### config.mk
export PLATFORM = sky130hd
export DESIGN_NAME = pwr_mode_ctrl
export DESIGN_NICKNAME = d
export VERILOG_FILES = /design/src/rtl/pmc_pkg.sv /design/src/rtl/pmc_pulse_timer.sv /design/src/rtl/pmc_strike_ctr.sv /design/src/rtl/pmc_mode_seq.sv /design/src/rtl/pwr_mode_ctrl.sv
export SDC_FILE = /design/constraint.sdc
export NUM_CORES = 1
export LEC_CHECK = 0
export BUFFER_PORTS_ARGS = -buffer_cell sky130_fd_sc_hd__clkbuf_2
export CORE_MARGIN = 2
export CORE_UTILIZATION = 35
export DETAILED_ROUTE_END_ITERATION = 7
export GPL_TIMING_DRIVEN = 1
export PLACE_DENSITY = 0.56
export RECOVER_POWER = 50
export SKIP_LAST_GASP = 1
export SYNTH_ARGS = -nofsm -noshare
export SYNTH_HDL_FRONTEND = slang
export SYNTH_HIERARCHICAL = 1
export SYNTH_SLANG_ARGS = --single-unit
### constraint.sdc
create_clock -name clk -period 1.9 [get_ports clk]
set_input_delay 0.19 -clock clk [delete_from_list [all_inputs] [get_ports clk]]
set_output_delay 0.19 -clock clk [all_outputs]
set_load 0.02 [all_outputs]
### src/rtl/pmc_pkg.sv
package pmc_pkg;

  typedef enum logic {
    MODE_STBY = 1'b0,
    MODE_RUN  = 1'b1
  } mode_e;

  // control word layout: {width_sel[1:0], onoff_set, stby_req}
  typedef struct packed {
    logic [1:0] width_sel;
    logic       onoff_set;
    logic       stby_req;
  } ctrl_t;

endpackage

### src/rtl/pmc_pulse_timer.sv
module pmc_pulse_timer #(
  parameter int W0 = 33,
  parameter int W1 = 164,
  parameter int W2 = 328,
  parameter int W3 = 655
) (
  input  logic       clk,
  input  logic       rst_n,
  input  logic       tick_i,
  input  logic       start_i,
  input  logic [1:0] sel_i,
  output logic       pulse_o,
  output logic       rise_o
);

  localparam int WMAX01 = (W0 > W1) ? W0 : W1;
  localparam int WMAX23 = (W2 > W3) ? W2 : W3;
  localparam int WMAX   = (WMAX01 > WMAX23) ? WMAX01 : WMAX23;
  localparam int CW     = $clog2(WMAX + 1);

  logic [CW-1:0] cnt_q, cnt_d, load_val;
  logic          act_q, act_d;
  logic          rise_q, rise_d;

  always_comb begin
    case (sel_i)
      2'd0:    load_val = CW'(W0);
      2'd1:    load_val = CW'(W1);
      2'd2:    load_val = CW'(W2);
      default: load_val = CW'(W3);
    endcase
  end

  always_comb begin
    cnt_d  = cnt_q;
    act_d  = act_q;
    rise_d = 1'b0;
    if (start_i) begin
      cnt_d  = load_val;
      act_d  = 1'b1;
      rise_d = ~act_q;
    end else if (act_q && tick_i) begin
      if (cnt_q == CW'(1)) begin
        act_d = 1'b0;
        cnt_d = '0;
      end else begin
        cnt_d = cnt_q - CW'(1);
      end
    end
  end

  always_ff @(posedge clk or negedge rst_n) begin
    if (!rst_n) begin
      cnt_q  <= '0;
      act_q  <= 1'b0;
      rise_q <= 1'b0;
    end else begin
      cnt_q  <= cnt_d;
      act_q  <= act_d;
      rise_q <= rise_d;
    end
  end

  assign pulse_o = act_q;
  assign rise_o  = rise_q;

  // the pulse only ends on a tick
  a_r5_ends_on_tick: assert property (@(posedge clk) disable iff (!rst_n)
    $fell(act_q) |-> $past(tick_i));

  // an active pulse always has ticks left
  a_r6_count_live: assert property (@(posedge clk) disable iff (!rst_n)
    act_q |-> (cnt_q != '0));

  // the bus clear marks only the first high cycle
  a_r7_rise_first_cycle: assert property (@(posedge clk) disable iff (!rst_n)
    rise_q |-> (act_q && !$past(act_q)));

endmodule

### src/rtl/pmc_strike_ctr.sv
module pmc_strike_ctr #(
  parameter int STRIKES = 5
) (
  input  logic clk,
  input  logic rst_n,
  input  logic arm_i,
  input  logic fail_i,
  input  logic ok_i,
  output logic last_o
);

  localparam int SW = $clog2(STRIKES + 1);

  logic [SW-1:0] cnt_q, cnt_d;
  logic          at_limit;

  assign at_limit = (cnt_q == SW'(STRIKES - 1));
  assign last_o   = arm_i & fail_i & ~ok_i & at_limit;

  always_comb begin
    cnt_d = cnt_q;
    if (!arm_i || ok_i) begin
      cnt_d = '0;
    end else if (fail_i) begin
      cnt_d = at_limit ? '0 : cnt_q + SW'(1);
    end
  end

  always_ff @(posedge clk or negedge rst_n) begin
    if (!rst_n) cnt_q <= '0;
    else        cnt_q <= cnt_d;
  end

  // count never reaches the strike limit
  a_r8_count_bounded: assert property (@(posedge clk) disable iff (!rst_n)
    cnt_q < SW'(STRIKES));

  // a success leaves the count at zero
  a_r9_ok_clears: assert property (@(posedge clk) disable iff (!rst_n)
    $past(ok_i) |-> (cnt_q == '0));

  // supervision is idle outside run mode
  a_r11_idle_standby: assert property (@(posedge clk) disable iff (!rst_n)
    !$past(arm_i) |-> (cnt_q == '0));

endmodule

### src/rtl/pmc_mode_seq.sv
module pmc_mode_seq
  import pmc_pkg::*;
(
  input  logic clk,
  input  logic rst_n,
  input  logic supply_i,
  input  logic osc_i,
  input  logic ext_wake_i,
  input  logic lock_i,
  input  logic run_fail_i,
  input  logic host_rst_n_i,
  input  logic last_strike_i,
  input  logic ctrl_wr_i,
  input  logic stby_req_i,
  input  logic onoff_set_i,
  output logic run_o,
  output logic onoff_o,
  output logic start_o
);

  mode_e mode_q, mode_d;
  logic  onoff_q, onoff_d;
  logic  wake;
  logic  run_trig;

  assign wake     = supply_i | osc_i | (ext_wake_i & ~lock_i);
  assign run_trig = run_fail_i | osc_i | ~host_rst_n_i;

  always_comb begin
    mode_d  = mode_q;
    onoff_d = onoff_q;
    start_o = 1'b0;
    if (mode_q == MODE_STBY) begin
      if (wake) begin
        mode_d  = MODE_RUN;
        onoff_d = 1'b1;
        start_o = 1'b1;
      end
    end else if (last_strike_i) begin
      mode_d  = MODE_STBY;
      onoff_d = 1'b0;
    end else if (run_trig) begin
      onoff_d = 1'b1;
      start_o = 1'b1;
    end else if (ctrl_wr_i) begin
      if (stby_req_i) begin
        mode_d  = MODE_STBY;
        onoff_d = 1'b0;
      end else begin
        onoff_d = onoff_set_i;
      end
    end
  end

  always_ff @(posedge clk or negedge rst_n) begin
    if (!rst_n) begin
      mode_q  <= MODE_STBY;
      onoff_q <= 1'b0;
    end else begin
      mode_q  <= mode_d;
      onoff_q <= onoff_d;
    end
  end

  assign run_o   = (mode_q == MODE_RUN);
  assign onoff_o = onoff_q;

  // regulator is off whenever the block is in standby
  a_r8_off_in_standby: assert property (@(posedge clk) disable iff (!rst_n)
    (mode_q == MODE_STBY) |-> !onoff_q);

  // entering run always raises the enable
  a_r2_wake_enables: assert property (@(posedge clk) disable iff (!rst_n)
    ($past(mode_q == MODE_STBY) && (mode_q == MODE_RUN)) |-> onoff_q);

  // a run-mode trigger leaves the enable high
  a_r4_trigger_enables: assert property (@(posedge clk) disable iff (!rst_n)
    ($past(mode_q == MODE_RUN) && $past(start_o)) |-> onoff_q);

endmodule

### src/rtl/pwr_mode_ctrl.sv
module pwr_mode_ctrl
  import pmc_pkg::*;
#(
  parameter int W0      = 33,
  parameter int W1      = 164,
  parameter int W2      = 328,
  parameter int W3      = 655,
  parameter int STRIKES = 5
) (
  input  logic       clk,
  input  logic       rst_n,
  input  logic       tick_i,
  input  logic       supply_evt_i,
  input  logic       osc_fault_i,
  input  logic       alarm_evt_i,
  input  logic       din_change_i,
  input  logic       imped_evt_i,
  input  logic       host_rst_n_i,
  input  logic       wd_fail_i,
  input  logic       wd_ok_i,
  input  logic       rd_miss_i,
  input  logic       rd_ok_i,
  input  logic       ctrl_wr_i,
  input  logic [3:0] ctrl_i,
  input  logic       en_reset_i,
  output logic       onoff_o,
  output logic       rst_pulse_o,
  output logic       bus_rst_o,
  output logic       in_lock_o,
  output logic       run_o
);

  ctrl_t      ctrl;
  logic [1:0] sel_q, sel_d;
  logic       lock_q, lock_d;
  logic       start;
  logic       last_strike;
  logic       pulse;
  logic       rise;
  logic       run;

  assign ctrl = ctrl_t'(ctrl_i);

  always_comb begin
    sel_d = sel_q;
    if (ctrl_wr_i) sel_d = ctrl.width_sel;
  end

  always_comb begin
    lock_d = lock_q;
    if (start && !pulse) lock_d = 1'b1;
    else if (en_reset_i) lock_d = 1'b0;
  end

  always_ff @(posedge clk or negedge rst_n) begin
    if (!rst_n) begin
      sel_q  <= 2'b11;
      lock_q <= 1'b0;
    end else begin
      sel_q  <= sel_d;
      lock_q <= lock_d;
    end
  end

  pmc_mode_seq u_seq (
    .clk           (clk),
    .rst_n         (rst_n),
    .supply_i      (supply_evt_i),
    .osc_i         (osc_fault_i),
    .ext_wake_i    (alarm_evt_i | din_change_i | imped_evt_i),
    .lock_i        (lock_q),
    .run_fail_i    (wd_fail_i | rd_miss_i),
    .host_rst_n_i  (host_rst_n_i),
    .last_strike_i (last_strike),
    .ctrl_wr_i     (ctrl_wr_i),
    .stby_req_i    (ctrl.stby_req),
    .onoff_set_i   (ctrl.onoff_set),
    .run_o         (run),
    .onoff_o       (onoff_o),
    .start_o       (start)
  );

  pmc_strike_ctr #(.STRIKES(STRIKES)) u_strike (
    .clk    (clk),
    .rst_n  (rst_n),
    .arm_i  (run),
    .fail_i (wd_fail_i | rd_miss_i),
    .ok_i   (wd_ok_i | rd_ok_i),
    .last_o (last_strike)
  );

  pmc_pulse_timer #(.W0(W0), .W1(W1), .W2(W2), .W3(W3)) u_timer (
    .clk     (clk),
    .rst_n   (rst_n),
    .tick_i  (tick_i),
    .start_i (start),
    .sel_i   (sel_q),
    .pulse_o (pulse),
    .rise_o  (rise)
  );

  assign rst_pulse_o = pulse;
  assign bus_rst_o   = rise;
  assign in_lock_o   = lock_q;
  assign run_o       = run;

  // lockout is set no later than the pulse rise
  a_r7_lock_at_rise: assert property (@(posedge clk) disable iff (!rst_n)
    rise |-> lock_q);

  // the fifth strike never starts a pulse
  a_r8_no_pulse_on_drop: assert property (@(posedge clk) disable iff (!rst_n)
    ($past(run) && !run) |-> !rise);

endmodule

==> flow_summary.rst, run 1 <==
.. list-table::
   :header-rows: 1

   * - Metric
     - Value
   * - Compound-cell area share of the yosys netlist
     - 20.1%
   * - Initial cell density of the core
     - 37.1%
   * - Worst endpoint data arrival time
     - 2110 ps
   * - Level count of the clock H-tree
     - 1
   * - Multiplexer fraction of the synthesized cell area
     - 4.94%
   * - Final count of negative-setup-slack endpoints
     - 1
   * - Final Max Tran Viols
     - 0
   * - Buffering stage count on the worst path with inverters included
     - 2
   * - Total inserted antenna cells
     - 0
   * - Via/cell ratio
     - 5.00
   * - Combinational family with the most area after synthesis
     - simple AND/OR/NAND/NOR gates
   * - Proportion of register bits with asynchronous set or reset after synthesis
     - 100%
   * - Overall power consumption
     - 2.08 mW
   * - Min Tclk post-route
     - 1900 ps
   * - Net count of the finished layout
     - 214
   * - CP max stage cell
     - sky130_fd_sc_hd__or4b_4
   * - Top-area cell type share of the netlist area
     - 35.6%
   * - Final Wtd Congestion
     - 0.804
   * - Largest fanout on the critical path
     - 6
   * - Total negative setup slack
     - -2.46 ps
   * - WL/cell
     - 13.6 µm
   * - Synth Flop Type
     - sky130_fd_sc_hd__dfrtp_1
   * - FF+latch count, synth
     - 20
   * - Count of antenna-violating nets left after detailed routing
     - 0
   * - Chip height
     - 64.1 µm
   * - Synthesized-area fraction occupied by adder cells
     - 7.91%
   * - Cell Area, Placed
     - 0.00163 mm²
   * - Most frequent cells after synthesis
     - sky130_fd_sc_hd__dfrtp_1 (18), sky130_fd_sc_hd__inv_1 (12), sky130_fd_sc_hd__nor2_1 (12)
   * - CTS root buffer
     - sky130_fd_sc_hd__clkbuf_4
   * - Cell row count
     - 21
   * - Count of fill cells added during filler insertion
     - 326
   * - I/O pin count
     - 24
   * - Worst Max-Slew Pin Slew
     - 1140 ps
   * - Violations in the final reports
     - negative setup slack
   * - Global-route wire length before repair
     - 5.36 mm
   * - 1st-pass router iterations
     - 4
   * - Setup crit start kind
     - flop
   * - Max-Slew Margin vs Limit
     - 24.3%
   * - Floorplan Core Area
     - 0.00342 mm²
   * - Area growth syn-to-layout
     - 43.0%
   * - Port bufs
     - 23
   * - Category of the worst setup path capture point
     - flop
   * - Largest cells by area after synthesis
     - sky130_fd_sc_hd__dfrtp_1 (36%), sky130_fd_sc_hd__ha_1 (7.9%), sky130_fd_sc_hd__dfstp_2 (4.2%)
   * - Detailed placement HPWL
     - 2.26 mm
   * - P per Cell Area
     - 1150 mW/mm²
   * - Worst Path Class, Setup
     - flop to flop
   * - Maximum cell stage delay along the critical path
     - 490 ps
   * - Post-Synth XOR/XNOR Area
     - 0%
   * - Final std cells w/o fill
     - 232
   * - Run status
     - finished with violations
   * - Max Clock Freq
     - 526 MHz
   * - Share of final-layout standard cells stronger than drive strength 1
     - 48.4%
   * - Distinct cells, synth
     - 47
   * - Number of buffers inserted during clock tree synthesis
     - 3
   * - Number of synthesized flops with an enable pin
     - 0
   * - All-Layer GR Usage
     - 16.6%
   * - Vias in the first global route
     - 1,140
   * - Number of warning messages in the yosys log
     - 6
   * - Final WS setup
     - -2.46 ps
   * - Initial antenna violation count
     - 0
   * - Clock tree from TritonCTS
     - done
   * - Type of the most critical hold path
     - primary input to flop
   * - Average size of a mapped cell
     - 9.74 µm²
   * - Most common cell in the netlist
     - sky130_fd_sc_hd__dfrtp_1
   * - Gate Count Post-Synth
     - 130
   * - Hold Violations, Final
     - 0
   * - Setup repair after global routing missed its margin
     - yes
   * - Required time reported for the critical path endpoint
     - 2100 ps
   * - Sum of overflow across all layers after global routing
     - 0
   * - Top cell type by total area after synthesis
     - sky130_fd_sc_hd__dfrtp_1
   * - Simple-Gate Fraction of Synth Area
     - 22.6%
   * - Area of the die
     - 0.00411 mm²
   * - Clock latency at the later pin of the worst-skew pair
     - 300 ps
   * - Final clock period utilization by the worst path
     - 100%
   * - Buffers from clock root to sink, at most
     - 2
   * - Utilization of the core after routing
     - 53.0%
   * - DRC violation count after routing
     - 0
   * - Maximum number of pins on one net before global-route repair
     - 21
   * - Chip width
     - 64.1 µm
   * - Drt total wl
     - 3.14 mm
   * - Maximum Capacitance Violations
     - 0
   * - Vias
     - 1,161
   * - Final cell area excluding filler cells
     - 0.00181 mm²
   * - Leakage power
     - 0.805 nW
   * - Cell count after placement
     - 221
   * - Max Clock Skew
     - 4.85 ps
   * - Cell Chain, Critical Path
     - inv_2 -> ha_2 -> or4b_4 -> o31ai_4 -> buf_4 -> a21oi_2 -> a2bb2oi_2
   * - Delay-heaviest family, CP
     - simple AND/OR/NAND/NOR gates
   * - CTS sink cnt
     - 20
   * - CTS clock-pin slew for the worst setup and hold paths
     - 120 ps
   * - Maximum vdd ir drop
     - 0.000457 V
   * - Netlist area before placement
     - 0.00127 mm²
   * - DRC violation total after the first TritonRoute iteration
     - 22
   * - Sequential share of the synthesized area
     - 39.7%
   * - Net count of the mapped netlist
     - 157
[final cells by class]
cell class	count	area, µm²	area share (%)
well taps	46	57.6	3.18
clock buffers	4	26.3	1.45
repair buffers	53	345	19.1
inverters	13	53.8	2.97
multi-input cells	96	823	45.5
flip-flops and latches	20	504	27.9
[per-stage QoR]
stage / setup WS, ps / hold slack (ps)
final: -2.46 / 51.1
after detailed placement: -124 / 196
after floorplan: 21.1 / -106
after global routing: -61.8 / 43.8
after global placement: -54.6 / 200
after CTS: -3.65 / 42.1
[layer usage]
layer	global-route usage (%)	part of all wire, %
met2	27.2	46
met3	1.58	3.4
met1	22.9	49
met4	5.59	1.5
met5	0	0
[worst paths after layout]
path,from,endpoint,slack [ps],cells after the start
max,u_timer/cnt_q[1],u_timer/cnt_q[7],-2,7
min,en_reset_i,in_lock_o,50,2
max reg2reg,u_timer/cnt_q[1],u_timer/cnt_q[7],-2,7
min reg2reg,in_lock_o,in_lock_o,560,2
max in group asynchronous,rst_n,u_seq/run_o,530,2
min in group asynchronous,rst_n,u_timer/cnt_q[2],620,2
[flip-flops by register name, summed over array words and instances, names as in the netlist]
register,flops
u_seq/onoff_o,1
u_seq/run_o,1
u_strike/cnt_q,3
u_timer/rise_o,1
sel_q,2
u_timer/cnt_q,10
in_lock_o,1
u_timer/pulse_o,1
[report_power, final]
group,internal (mW),switching (mW),total (mW)
combinational,0.638,0.577,1.22
clock,0.0818,0.134,0.216
sequential,0.541,0.111,0.652
[kinds of logic (layout without fill, tap and decap cells)]
group,after synthesis,count (layout)
AO/OA/AOI/OAI,35,35
adder cells (fa/ha/maj),8,8
buffers and inverters,14,70
flip-flops,20,20
multiplexers,6,6
AND/OR/NAND/NOR,47,47
[placed cells by master (no fill, tap or decap), types with 3 or more instances in the layout]
cell                        n
sky130_fd_sc_hd__a21oi_1    7
sky130_fd_sc_hd__inv_1      9
sky130_fd_sc_hd__inv_2      3
sky130_fd_sc_hd__o21ai_0    5
sky130_fd_sc_hd__o21ai_1    3
sky130_fd_sc_hd__clkbuf_4   3
sky130_fd_sc_hd__ha_1       6
sky130_fd_sc_hd__nand2b_1   3
sky130_fd_sc_hd__dfrtp_1   17
sky130_fd_sc_hd__clkbuf_2  22
sky130_fd_sc_hd__nand2_1    7
sky130_fd_sc_hd__mux2i_1    4
sky130_fd_sc_hd__nor2_1    11
sky130_fd_sc_hd__buf_4     28
sky130_fd_sc_hd__or3_1      3
[repair_timing]
item,CTS,global route
endpoints found under the hold margin,18,0
pin swaps,2,4
setup buffers,1,5
resized for setup,7,17
hold buffers,1,0
setup endpoints to repair,7,10
(Power assumes the default switching activity.)
==> run 2, diff against run 1 <==
--- a/config.mk
+++ b/config.mk
@@ -17,3 +17,4 @@
 export SYNTH_HDL_FRONTEND = slang
 export SYNTH_HIERARCHICAL = 1
 export SYNTH_SLANG_ARGS = --single-unit
+export TNS_END_PERCENT = 50
==> run 2 against run 1 <==
Net effect:
- the run now ends clean
- worst setup slack gained 7.1 ps
- largest cell class unchanged
- cell count increased by 0.43%
- worst hold slack improved by 3.3 ps
- register-to-register slack about the same
==> flow_summary.rst, run 2 (synthesis results as in run 1) <==
.. list-table::
   :header-rows: 1

   * - Metric
     - Value
   * - Port bufs
     - 23
   * - Hold Violations, Final
     - 0
   * - Min Tclk post-route
     - 1900 ps
   * - Setup repair after global routing missed its margin
     - yes
   * - Largest fanout on the critical path
     - 5
   * - CTS root buffer
     - sky130_fd_sc_hd__clkbuf_4
   * - Final clock period utilization by the worst path
     - 99.8%
   * - CTS clock-pin slew for the worst setup and hold paths
     - 130 ps
   * - All-Layer GR Usage
     - 16.6%
   * - 1st-pass router iterations
     - 4
   * - Buffers from clock root to sink, at most
     - 2
   * - Net count of the finished layout
     - 215
   * - I/O pin count
     - 24
   * - Total inserted antenna cells
     - 0
   * - Final Max Tran Viols
     - 0
   * - Utilization of the core after routing
     - 52.2%
   * - Final Wtd Congestion
     - 0.747
   * - Leakage power
     - 0.810 nW
   * - Top reg by flops
     - u_timer/cnt_q
   * - Clock tree from TritonCTS
     - done
   * - Worst Max-Slew Pin Slew
     - 543 ps
   * - Maximum Capacitance Violations
     - 0
   * - Drt total wl
     - 3.18 mm
   * - Area of the die
     - 0.00411 mm²
   * - P per Cell Area
     - 1170 mW/mm²
   * - Maximum number of pins on one net before global-route repair
     - 21
   * - Vias in the first global route
     - 1,181
   * - CP max stage cell
     - sky130_fd_sc_hd__or4b_4
   * - Most used cells in the layout excluding fill and tap cells
     - sky130_fd_sc_hd__buf_4 (30), sky130_fd_sc_hd__clkbuf_2 (23), sky130_fd_sc_hd__dfrtp_1 (16)
   * - Area growth syn-to-layout
     - 40.9%
   * - Global-route wire length before repair
     - 5.49 mm
   * - Chip width
     - 64.1 µm
   * - Category of the worst setup path capture point
     - flop
   * - Cell row count
     - 21
   * - Flip-flop count of the largest register after layout
     - 10
   * - Number of buffers inserted during clock tree synthesis
     - 3
   * - Max-Slew Margin vs Limit
     - 63.8%
   * - Type of the most critical hold path
     - primary input to flop
   * - Max Clock Skew
     - 14.4 ps
   * - Required time reported for the critical path endpoint
     - 2090 ps
   * - Sum of overflow across all layers after global routing
     - 0
   * - Hold_ws
     - 54.4 ps
   * - WL/cell
     - 13.6 µm
   * - Leading cell type in the layout, fill and taps excluded
     - sky130_fd_sc_hd__buf_4
   * - DRC violation count after routing
     - 0
   * - Max Clock Freq
     - 528 MHz
   * - Via/cell ratio
     - 5.12
   * - Floorplan Core Area
     - 0.00342 mm²
   * - Clock latency at the later pin of the worst-skew pair
     - 310 ps
   * - Chip height
     - 64.1 µm
   * - Detailed placement HPWL
     - 2.34 mm
   * - Level count of the clock H-tree
     - 1
   * - Final count of negative-setup-slack endpoints
     - 0
   * - Worst endpoint data arrival time
     - 2090 ps
   * - DRC violation total after the first TritonRoute iteration
     - 42
   * - Share of final-layout standard cells stronger than drive strength 1
     - 48.7%
   * - Overall power consumption
     - 2.08 mW
   * - Maximum vdd ir drop
     - 0.000539 V
   * - Cell Chain, Critical Path
     - inv_2 -> ha_4 -> or4b_4 -> o31ai_4 -> a21oi_1 -> a311o_1
   * - Vias
     - 1,193
   * - CTS sink cnt
     - 20
   * - Initial antenna violation count
     - 0
   * - Maximum cell stage delay along the critical path
     - 490 ps
   * - Count of antenna-violating nets left after detailed routing
     - 0
   * - Worst Path Class, Setup
     - flop to flop
   * - Largest registers
     - u_timer/cnt_q: 10 flops, u_strike/cnt_q: 3 flops, sel_q: 2 flops
   * - Initial cell density of the core
     - 37.1%
   * - Run status
     - completed
   * - Setup crit start kind
     - flop
==> run 2: cell types whose count changed in the layout (fill, tap and decap cells not counted), sizes merged <==
cell,delta
clkinv,-1
inv,+1
buf,+1
==> run 2: final timing paths <==
path / to / start / slack (ps) / depth (start not counted)
hold / removal: in_lock_o / en_reset_i / 50 / 2
hold reg to reg: u_strike/cnt_q[0] / u_strike/cnt_q[0] / 560 / 3
setup / recovery: u_timer/cnt_q[5] / u_timer/cnt_q[1] / 5 / 6
max in group asynchronous: u_seq/run_o / rst_n / 1120 / 2
setup reg to reg: u_timer/cnt_q[5] / u_timer/cnt_q[1] / 5 / 6
min in group asynchronous: u_timer/cnt_q[1] / rst_n / 380 / 2
==> run 2: worst max-delay path: cells and delay by family (launching register included) <==
| kind | cells | cell delay [ps] |
|---|---|---|
| compound gates | 3 | 670 |
| fa+ha+maj | 1 | 130 |
| buf+inv | 1 | 80 |
| flops | 1 | 410 |
| simple gates | 1 | 490 |
==> run 2: layout make-up <==
| cell class | instances | area [µm²] |
|---|---|---|
| Multi-Input combinational cell | 96 | 783 |
| Fill cell | 337 | 1630 |
| Inverter | 13 | 51.3 |
| Clock buffer | 4 | 36.3 |
| Tap cell | 46 | 57.6 |
| Timing Repair Buffer | 54 | 350 |
| Sequential cell | 20 | 505 |
==> run 2: through the flow <==
step | cells | area (µm²) | TNS [ps] | worst slack [ps]
4_1_cts | 223 | 1660 | 0 | 2.80
6_report | 233 | 1780 | 0 | 4.60
2_1_floorplan | 130 | 1290 | -2.13 | -2.13
3_3_place_gp | 216 | 1580 | -19.1 | -19.1
5_1_grt | 233 | 1780 | -605 | -105
3_5_place_dp | 216 | 1580 | -49.6 | -27.1
==> run 2: what timing repair did <==
action / in CTS / in global routing
endpoints found under the setup margin: 5 / 10
buffers inserted: 2 / 10
pin swaps: 2 / 4
hold endpoints to repair: 18 / 0
resized for setup: 2 / 14
hold buffers: 1 / 0
==> run 2: routing by layer <==
layer	GRT usage (%)	part of all wire, %	vias to the layer above	wire [µm]
met5	0	0	-	0
li1	-	-	587	-
met2	28.6	49	39	1570
met4	2.66	0.57	0	18
met1	22.1	46	565	1450
met3	2.64	4.6	2	146
==> run 2: power breakdown <==
| part | switching, mW | internal [mW] | leakage (nW) |
|---|---|---|---|
| Clock | 0.143 | 0.117 | 0.0210 |
| Combinational | 0.532 | 0.611 | 0.548 |
| Sequential | 0.137 | 0.543 | 0.241 |
| Total | 0.812 | 1.27 | 0.810 |
